<file path="src/rtl/irda_pkg.sv">
package irda_pkg;

    typedef enum logic [1:0] {
        TX_IDLE  = 2'd0,
        TX_PULSE = 2'd1,
        TX_REST  = 2'd2
    } tx_state_e;

    typedef enum logic {
        RX_IDLE = 1'b0,
        RX_LOW  = 1'b1
    } rx_state_e;

endpackage

</file>
<file path="src/rtl/irda_tx_pulser.sv">
module irda_tx_pulser
    import irda_pkg::*;
#(
    parameter int BIT_TICKS  = 16,
    parameter int NORM_TICKS = 3,
    parameter int PDIV_W     = 3
) (
    input  logic              clk_i,
    input  logic              rst_ni,
    input  logic              en_i,
    input  logic              tick_i,
    input  logic              txd_i,
    input  logic              fixed_i,
    input  logic [PDIV_W-1:0] sel_i,
    output logic              pulse_o
);
    localparam int PH_W  = $clog2(BIT_TICKS);
    localparam int LIM_W = (1 << PDIV_W) + 1;

    tx_state_e        state_q, state_d;
    logic [PH_W-1:0]  phase_q, phase_d, nxt_ph;
    logic [LIM_W-1:0] wcnt_q, wcnt_d, wlim;
    logic             last_tick, cut, width_done;

    // fixed width limit: 2^(sel+1) - 1 cycles after the first
    assign wlim = (LIM_W'(1) << ({1'b0, sel_i} + 1'b1)) - LIM_W'(1);

    always_comb begin
        state_d    = state_q;
        phase_d    = phase_q;
        wcnt_d     = wcnt_q;
        nxt_ph     = phase_q + PH_W'(1);
        last_tick  = tick_i && (phase_q == PH_W'(BIT_TICKS - 1));
        width_done = fixed_i && (wcnt_q == wlim);
        cut        = tick_i && ((nxt_ph == PH_W'(BIT_TICKS - 1)) ||
                                (!fixed_i && nxt_ph == PH_W'(NORM_TICKS)));
        unique case (state_q)
            TX_IDLE: begin
                if (tick_i && !txd_i) begin
                    state_d = TX_PULSE;
                    phase_d = '0;
                    wcnt_d  = '0;
                end
            end
            TX_PULSE: begin
                if (last_tick) begin
                    state_d = txd_i ? TX_IDLE : TX_PULSE;
                    phase_d = '0;
                    wcnt_d  = '0;
                end else begin
                    if (tick_i) phase_d = nxt_ph;
                    if (cut || width_done) state_d = TX_REST;
                    else                   wcnt_d  = wcnt_q + LIM_W'(1);
                end
            end
            TX_REST: begin
                if (last_tick) begin
                    state_d = txd_i ? TX_IDLE : TX_PULSE;
                    phase_d = '0;
                    wcnt_d  = '0;
                end else if (tick_i) begin
                    phase_d = nxt_ph;
                end
            end
            default: state_d = TX_IDLE;
        endcase
        if (!en_i) begin
            state_d = TX_IDLE;
            phase_d = '0;
            wcnt_d  = '0;
        end
    end

    always_ff @(posedge clk_i or negedge rst_ni) begin
        if (!rst_ni) begin
            state_q <= TX_IDLE;
            phase_q <= '0;
            wcnt_q  <= '0;
        end else begin
            state_q <= state_d;
            phase_q <= phase_d;
            wcnt_q  <= wcnt_d;
        end
    end

    always_comb begin
        pulse_o = (state_q == TX_PULSE);
    end

    AST_PULSE_FROM_ZERO: assert property (@(posedge clk_i) disable iff (!rst_ni)
        $rose(pulse_o) |-> ($past(tick_i) && !$past(txd_i)));
    AST_NORMAL_SHORT: assert property (@(posedge clk_i) disable iff (!rst_ni)
        (!fixed_i && state_q == TX_PULSE) |-> (phase_q < PH_W'(NORM_TICKS)));
    AST_GAP_AT_BIT_END: assert property (@(posedge clk_i) disable iff (!rst_ni)
        (state_q != TX_IDLE && phase_q == PH_W'(BIT_TICKS - 1)) |-> !pulse_o);

endmodule

</file>
<file path="src/rtl/irda_rx_stretcher.sv">
module irda_rx_stretcher
    import irda_pkg::*;
#(
    parameter int BIT_TICKS   = 16,
    parameter int SYNC_STAGES = 2
) (
    input  logic clk_i,
    input  logic rst_ni,
    input  logic en_i,
    input  logic tick_i,
    input  logic line_i,
    output logic rxd_o
);
    localparam int CNT_W = $clog2(BIT_TICKS);

    logic [SYNC_STAGES-1:0] sync_q;
    logic                   prev_q, edge_w;
    rx_state_e              state_q, state_d;
    logic [CNT_W-1:0]       cnt_q, cnt_d;

    assign edge_w = sync_q[SYNC_STAGES-1] && !prev_q;

    always_comb begin
        state_d = state_q;
        cnt_d   = cnt_q;
        unique case (state_q)
            RX_IDLE: begin
                if (edge_w) begin
                    state_d = RX_LOW;
                    cnt_d   = '0;
                end
            end
            RX_LOW: begin
                if (edge_w) begin
                    cnt_d = '0;
                end else if (tick_i) begin
                    if (cnt_q == CNT_W'(BIT_TICKS - 1)) state_d = RX_IDLE;
                    else                               cnt_d   = cnt_q + CNT_W'(1);
                end
            end
            default: state_d = RX_IDLE;
        endcase
    end

    always_ff @(posedge clk_i or negedge rst_ni) begin
        if (!rst_ni) begin
            sync_q  <= '0;
            prev_q  <= 1'b0;
            state_q <= RX_IDLE;
            cnt_q   <= '0;
        end else if (!en_i) begin
            sync_q  <= '0;
            prev_q  <= 1'b0;
            state_q <= RX_IDLE;
            cnt_q   <= '0;
        end else begin
            sync_q  <= {sync_q[SYNC_STAGES-2:0], line_i};
            prev_q  <= sync_q[SYNC_STAGES-1];
            state_q <= state_d;
            cnt_q   <= cnt_d;
        end
    end

    always_comb begin
        rxd_o = (state_q != RX_LOW);
    end

    AST_EDGE_PULLS_LOW: assert property (@(posedge clk_i) disable iff (!rst_ni)
        (en_i && edge_w) |=> (!en_i || !rxd_o));
    AST_RX_RESTART: assert property (@(posedge clk_i) disable iff (!rst_ni)
        (en_i && edge_w && state_q == RX_LOW) |=> (!en_i || cnt_q == '0));

endmodule

</file>
<file path="src/rtl/irda_sir_codec.sv">
module irda_sir_codec #(
    parameter int BIT_TICKS  = 16,
    parameter int NORM_TICKS = 3,
    parameter int PDIV_W     = 3
) (
    input  logic              clk,
    input  logic              rst_n,
    input  logic              tick16,
    input  logic              uart_txd,
    input  logic              ir_rxd_in,
    input  logic              cfg_enable,
    input  logic              cfg_rx_invert,
    input  logic              cfg_fixed_pulse,
    input  logic [PDIV_W-1:0] cfg_pulse_sel,
    output logic              ir_txd_out,
    output logic              uart_rxd
);
    logic tx_pulse, rx_nrz, rx_line;

    assign rx_line = ir_rxd_in ^ cfg_rx_invert;

    irda_tx_pulser #(
        .BIT_TICKS (BIT_TICKS),
        .NORM_TICKS(NORM_TICKS),
        .PDIV_W    (PDIV_W)
    ) u_tx (
        .clk_i  (clk),
        .rst_ni (rst_n),
        .en_i   (cfg_enable),
        .tick_i (tick16),
        .txd_i  (uart_txd),
        .fixed_i(cfg_fixed_pulse),
        .sel_i  (cfg_pulse_sel),
        .pulse_o(tx_pulse)
    );

    irda_rx_stretcher #(
        .BIT_TICKS  (BIT_TICKS),
        .SYNC_STAGES(2)
    ) u_rx (
        .clk_i (clk),
        .rst_ni(rst_n),
        .en_i  (cfg_enable),
        .tick_i(tick16),
        .line_i(rx_line),
        .rxd_o (rx_nrz)
    );

    always_comb begin
        ir_txd_out = cfg_enable ? tx_pulse : uart_txd;
        uart_rxd   = cfg_enable ? rx_nrz   : ir_rxd_in;
    end

endmodule

</file>
<file path="config.mk">
export PLATFORM = sky130hd
export DESIGN_NAME = irda_sir_codec
export DESIGN_NICKNAME = d
export VERILOG_FILES = /design/src/rtl/irda_pkg.sv /design/src/rtl/irda_tx_pulser.sv /design/src/rtl/irda_rx_stretcher.sv /design/src/rtl/irda_sir_codec.sv
export SDC_FILE = /design/constraint.sdc
export NUM_CORES = 1
export LEC_CHECK = 0
export ABC_AREA = 0
export BUFFER_PORTS_ARGS = -buffer_cell sky130_fd_sc_hd__buf_2
export CAP_MARGIN = 20
export CORE_MARGIN = 2
export CORE_UTILIZATION = 56
export CTS_BUF_LIST = sky130_fd_sc_hd__clkbuf_8
export CTS_CLUSTER_DIAMETER = 80
export DETAILED_ROUTE_END_ITERATION = 16
export PLACE_DENSITY = 0.77
export SYNTH_ARGS = -nofsm -noshare
export SYNTH_HDL_FRONTEND = slang
export SYNTH_HIERARCHICAL = 1
export SYNTH_SLANG_ARGS = --single-unit
</file>
<file path="constraint.sdc">
create_clock -name clk -period 1.95 [get_ports clk]
set_input_delay 0.39 -clock clk [delete_from_list [all_inputs] [get_ports clk]]
set_output_delay 0.39 -clock clk [all_outputs]
set_load 0.02 [all_outputs]
</file>
==> results.toml, run 1 <==
[sta]
finalCriticalPeriod_ns = 2.433
rsz0062_at_grt = "true"
hold_viol = 0
finalMaxSlewViolations = 0
worst-slew-pin-transition_ns = 0.5297
finalSetupViolations = 11
fmaxAchievable_mhz = 411.0
relSlewSlack_pct = 64.69
setup_tns_ns = -4.657
fin_crit_sh_pct = 124.8
fin_ws_ns = -0.4834
finalClockSkew_ns = 0.005186
hold_ws_ns = 0.07682

[power]
p_leak_uw = 0.001049
power_frac_seq_pct = 38.2
switching_share_pct = 35.70
ir_drop_uv = 476.2
powerDensity_mw_per_mm2 = 598.5
p_comb_share_pct = 39.3
internal_power_uw = 906.2
switchingPower_uw = 503.1
power.share.clock_pct = 22.4

[run_status]
violations = "setup timing"
outcome = "complete, but fails checks"

[job]
drv_cap = 0

[layout]
fill_cells = 207
area_growth_pct = 31.52
drive_gt1_share_pct = 33.75
n_antenna_cell = 0
nNetsFinal = 261

[grt]
grt_pass1_vias = 1715
grt_start_max_net_pins = 24
grt_pass1_wl_microns = 7279
gr-usage-all-layers_pct = 26.61
overflow = 0
antenna_found_initial = 0

[synthesis]
yosysTopAreaCellShare_pct = 32.15
syn_nets = 218
syn_avg_cell_area_sq_um = 9.043
seq_area_frac_synth_pct = 32.15
synth_top_cell_by_area = "dfrtp_1"
ys_types = 55
synth-seq-cells = 23
syn-instance-count = 198
yosysWarnings = 6
synth_area_sq_mm = 0.001790
synth_most_common_cell = "dfrtp_1"
async_reset_ff_share_pct = 100.0
ys_top_cells_by_area = "dfrtp_1 (32%), ha_1 (6.3%), a21oi_1 (4.5%), nand2_1 (3.6%), a211o_1 (2.4%)"
synth_flop_cell = "dfrtp_1"
synth_common_cells = "dfrtp_1 (23), nand2_1 (17), a21oi_1 (16)"
synth_edf_count = 0

[worst_setup_path]
critPathBufInv = 1
arrival_ns = 2.60
worstSetupPathType = "in2reg"
worstPathRequired_ns = 2.12
critPathCaptureType = "flip-flop"
cp_top_family = "simple AND/OR/NAND/NOR gates"
cp_max_fo = 8
start_kind = "primary input"
path_cells = "buf_6 > or3_4 > ha_4 > and4bb_1 > a21oi_1 > o221ai_2 > a31oi_4 > and4b_1 > a211o_1"
max_stage_delay_ns = 0.39
slowest_stage = "or3_4"

[clocking]
cts_tree = "yes"
cts.path.max_buffers = 2
clockRootBuffer = "clkbuf_8"
clkLatencyLatePin_ns = 0.28
numCtsBuffers = 3
cts.sinks = 23
h-tree-depth = 1
clkTransAtPathRegs_ns = 0.09

[die]
die_w_microns = 60.55
pin_count = 13
dieHeight_microns = 60.55
core_region_area_sq_mm = 0.003053
rows = 20
dieArea_sq_mm = 0.003666
start_util_pct = 58.65

[placement]
port_buffers = 12
dp_slack_ns = -0.8148
hpwl_microns = 3036
routabilityCongestion = 0.8898

[drt]
routedWlPerCell_microns = 16.88
vias_per_cell = 6.211
initialDrtViolationCount = 120
firstDrtPassIters = 4
vias = 1764
wl_microns = 4794
antenna_left = 0
drcViolationCount = 0

[hold_path]
hp-class = "in2async"
flip-flops by register name, summed over array words and instances, names as in the netlist:
name / cells
u_tx/wcnt_q: 9
u_rx/sync_q: 2
u_tx/state_q: 2
u_rx/cnt_q: 4
u_rx/state_q: 1
u_tx/phase_q: 4
u_rx/prev_q: 1
area by class of cell:
class | count | area (sq um) | area share (%)
clock inverter | 1 | 7.507 | 0.3188
clock buffer | 3 | 41.29 | 1.753
timing repair buffer | 43 | 321.6 | 13.66
tap | 44 | 55.05 | 2.338
sequential | 23 | 575.6 | 24.44
multi-input combinational | 162 | 1324 | 56.22
inverter | 8 | 30.03 | 1.275
per-layer routing:
metal / share of wire [%] / up-vias / wire length, microns / global-route usage [%]
met5: 0 / - / 0 / 0
met4: 3.0 / 0 / 143 / 10.87
met3: 4.7 / 13 / 227 / 5.544
met2: 51 / 65 / 2424 / 45.50
met1: 42 / 856 / 1998 / 32.84
li1: - / 830 / - / -
placed cells by master (no fill, tap or decap), types with 4 or more instances in the layout:
| cell | n |
|---|---|
| a211o_1 | 5 |
| a21oi_1 | 9 |
| a21oi_2 | 5 |
| and2_1 | 4 |
| and3_1 | 4 |
| and4b_1 | 4 |
| buf_2 | 10 |
| buf_4 | 29 |
| dfrtp_1 | 23 |
| ha_1 | 7 |
| inv_1 | 8 |
| nand2_1 | 17 |
| nand2b_1 | 5 |
| nand3_1 | 7 |
| nor2_1 | 7 |
| nor3_1 | 5 |
| o21ai_0 | 7 |
| o31ai_1 | 4 |
| or3_1 | 4 |
metrics by stage:
step                      total power [uW]  cell area, sq um  std cells  utilization (%)
final                                 1409              2355        284            77.13
after CTS                             1384              2247        281            73.61
after global placement                1019              2085        272            68.28
after floorplan                      861.3              1842        198                -
after global routing                  1484              2355        284            77.13
after detailed placement              1043              2085        272            68.28
path summary, 6_finish.rpt:
kind                                  start        endpoint  slack, ns  depth (start not counted)
max in group asynchronous             rst_n  u_tx/wcnt_q[2]       1.51                          1
min                                   rst_n   u_rx/cnt_q[3]       0.08                          1
max reg2reg                 u_tx/phase_q[1]  u_tx/wcnt_q[2]      -0.22                          8
min in group clk              cfg_rx_invert  u_rx/sync_q[0]       0.43                          3
max                        cfg_pulse_sel[1]  u_tx/wcnt_q[2]      -0.48                          9
min reg2reg                  u_rx/sync_q[0]  u_rx/sync_q[1]       0.47                          1
power by group through the flow:
stage	Clock, uW	Sequential (uW)	Combinational [uW]
floorplan	0	548	313
global placement	0	545	474
detailed placement	0	548	495
CTS	319	540	525
global route	334	544	606
finish	316	539	554
logic make-up (layout without fill, tap and decap cells):
group	count (synthesis)	after routing	share of synthesized area [%]
AND/OR/NAND/NOR	79	79	26.35
AO/OA/AOI/OAI	63	64	25.58
flip-flops	23	23	32.15
buffers and inverters	14	55	4.472
adder cells (fa/ha/maj)	9	9	6.289
multiplexers	5	5	3.005
XOR/XNOR	4	4	1.957
other	1	1	0.2094
what timing repair did:
item,4_1_cts,5_1_grt
hold buffers,0,0
pin swaps,18,12
resized for setup,11,14
buffers inserted,4,3
endpoints found under the setup margin,11,11
gates cloned,1,0
No activity file was read; power rests on OpenSTA's default activity.
==> inputs of run 2 (changes only) <==
- BUFFER_PORTS_ARGS: -buffer_cell sky130_fd_sc_hd__buf_2 -> unset
- CORE_UTILIZATION: 56 -> 59
- DONT_BUFFER_PORTS: unset -> 1
==> run 2 against run 1 <==
  * The run still ends with setup timing left
  * Wire length down 0.27%
  * Register-to-register slack gained 0.13 ns
  * Sequential power down 1%
  * Final cell count is 8.5% lower
  * Sequential share of layout area grew 0.64 points
  * Clock power is 5% lower
==> results.toml, run 2 (synthesis results as in run 1) <==
[run_status]
outcome = "complete, but fails checks"
violations = "setup timing"

[grt]
grt_start_max_net_pins = 24
grt_pass1_vias = 1740
overflow = 0
antenna_found_initial = 0
grt_pass1_wl_microns = 7617
gr-usage-all-layers_pct = 28.70

[clocking]
clockRootBuffer = "clkbuf_8"
h-tree-depth = 1
numCtsBuffers = 3
cts.sinks = 23
clkLatencyLatePin_ns = 0.26
clkTransAtPathRegs_ns = 0.08
cts.path.max_buffers = 2
cts_tree = "yes"

[job]
drv_cap = 0

[worst_setup_path]
arrival_ns = 2.40
start_kind = "primary input"
cp_max_fo = 12
worstSetupPathType = "in2reg"
worstPathRequired_ns = 2.10
critPathCaptureType = "flip-flop"

[sta]
finalMaxSlewViolations = 0
fin_crit_sh_pct = 115.5
worst-slew-pin-transition_ns = 0.5531
relSlewSlack_pct = 63.01
finalClockSkew_ns = 0.003294
finalSetupViolations = 11
rsz0062_at_grt = "true"
fmaxAchievable_mhz = 444.1
hold_viol = 0
finalCriticalPeriod_ns = 2.252
fin_ws_ns = -0.3017

[layout]
reg.largest.list = "u_tx/wcnt_q (9), u_rx/cnt_q (4), u_tx/phase_q (4)"
layout.cells.non_filler = 260
fill_cells = 178
nNetsFinal = 250
mostFrequentLayoutCell = "buf_4"
top_register = "u_tx/wcnt_q"
n_antenna_cell = 0
area_growth_pct = 28.16
largest_reg_flops = 9
drive_gt1_share_pct = 31.44
final_cell_mix = "buf_4 (26), dfrtp_1 (23), nand2_1 (17), a21oi_1 (12), inv_1 (8)"
post-route-util_pct = 81.11

[power]
switching_share_pct = 34.61
internal_power_uw = 920.8
power_frac_seq_pct = 37.9
power.share.clock_pct = 21.3
power_uw = 1408
powerDensity_mw_per_mm2 = 613.7
ir_drop_uv = 576.6
switchingPower_uw = 487.4
p_comb_share_pct = 40.8
p_leak_uw = 0.001015

[placement]
dp_cells = 243
port_buffers = 0
hpwl_microns = 3000
routabilityCongestion = 0.8570

[drt]
firstDrtPassIters = 4
wl_microns = 4781
antenna_left = 0
routedWlPerCell_microns = 18.39
vias = 1711
drcViolationCount = 0
initialDrtViolationCount = 171
vias_per_cell = 6.581

[hold_path]
hp-class = "in2reg"

[die]
die_w_microns = 59.09
dieHeight_microns = 59.09
core_region_area_sq_mm = 0.002829
start_util_pct = 63.29
pin_count = 13
rows = 19
dieArea_sq_mm = 0.003492
## run 2: power by group through the flow
stage | clock (uW) | sequential (uW) | combinational (uW)
floorplan | 0 | 548 | 313
CTS | 312 | 538 | 482
global placement | 0 | 543 | 422
detailed placement | 0 | 547 | 447
global route | 329 | 537 | 621
finish | 300 | 533 | 575
## run 2: cell type report
| cell class | instances | area (sq um) | share of cell area [%] |
|---|---|---|---|
| Clock buffer | 3 | 41.29 | 1.799 |
| Clock inverter | 1 | 7.507 | 0.3272 |
| Inverter | 8 | 30.03 | 1.309 |
| Multi-Input combinational cell | 162 | 1328 | 57.85 |
| Sequential cell | 23 | 575.6 | 25.08 |
| Tap cell | 31 | 38.79 | 1.690 |
| Timing Repair Buffer | 32 | 274.0 | 11.94 |
## run 2: path summary, 6_finish.rpt
check / slack [ns] / start / cells after the start / to
hold / removal: 0.25 / cfg_enable / 1 / u_rx/sync_q[1]
min in group asynchronous: 0.54 / rst_n / 1 / u_rx/cnt_q[1]
max in group asynchronous: 0.93 / rst_n / 2 / u_tx/wcnt_q[0]
setup / recovery: -0.30 / cfg_pulse_sel[2] / 12 / u_tx/wcnt_q[7]
hold reg to reg: 0.48 / u_rx/sync_q[0] / 1 / u_rx/sync_q[1]
setup reg to reg: -0.09 / u_tx/phase_q[1] / 8 / u_tx/wcnt_q[8]
## run 2: worst max-delay path, stage by stage
cell and delay, ns:
or3_4 0.39, ha_4 0.20, buf_6 0.13, o21ai_2 0.04, o21ai_1 0.07, a21oi_1 0.17
o221ai_2 0.17, buf_4 0.18, a31oi_4 0.17, buf_12 0.15, a21oi_2 0.06, a211o_1 0.28
## run 2: timing repair
| action | CTS | global route |
|---|---|---|
| cloned | 1 | 0 |
| setup endpoints to repair | 11 | 13 |
| hold buffers | 1 | 0 |
| endpoints found under the hold margin | 23 | 0 |
| pin swaps | 25 | 17 |
| gates resized for setup | 11 | 16 |
| buffers inserted | 3 | 7 |
## run 2: metal layers
| metal | track usage (%) | vias up | routed length [microns] |
|---|---|---|---|
| met1 | 35.18 | 818 | 1983 |
| met5 | 0 | - | 0 |
| met2 | 48.89 | 61 | 2442 |
| li1 | - | 817 | - |
| met3 | 3.930 | 15 | 228 |
| met4 | 14.94 | 0 | 127 |
## run 2: metrics by stage
stage	setup WS (ns)	hold WS [ns]	cell area, sq um	setup TNS [ns]
final	-0.3017	0.2486	2295	-2.779
after global routing	-0.3562	0.2408	2295	-3.327
after CTS	-0.2827	0.2399	2138	-2.498
after detailed placement	-0.6554	0.09472	1978	-6.674
after global placement	-0.5828	0.09485	1978	-5.914
after floorplan	0.002643	0.09441	1842	0
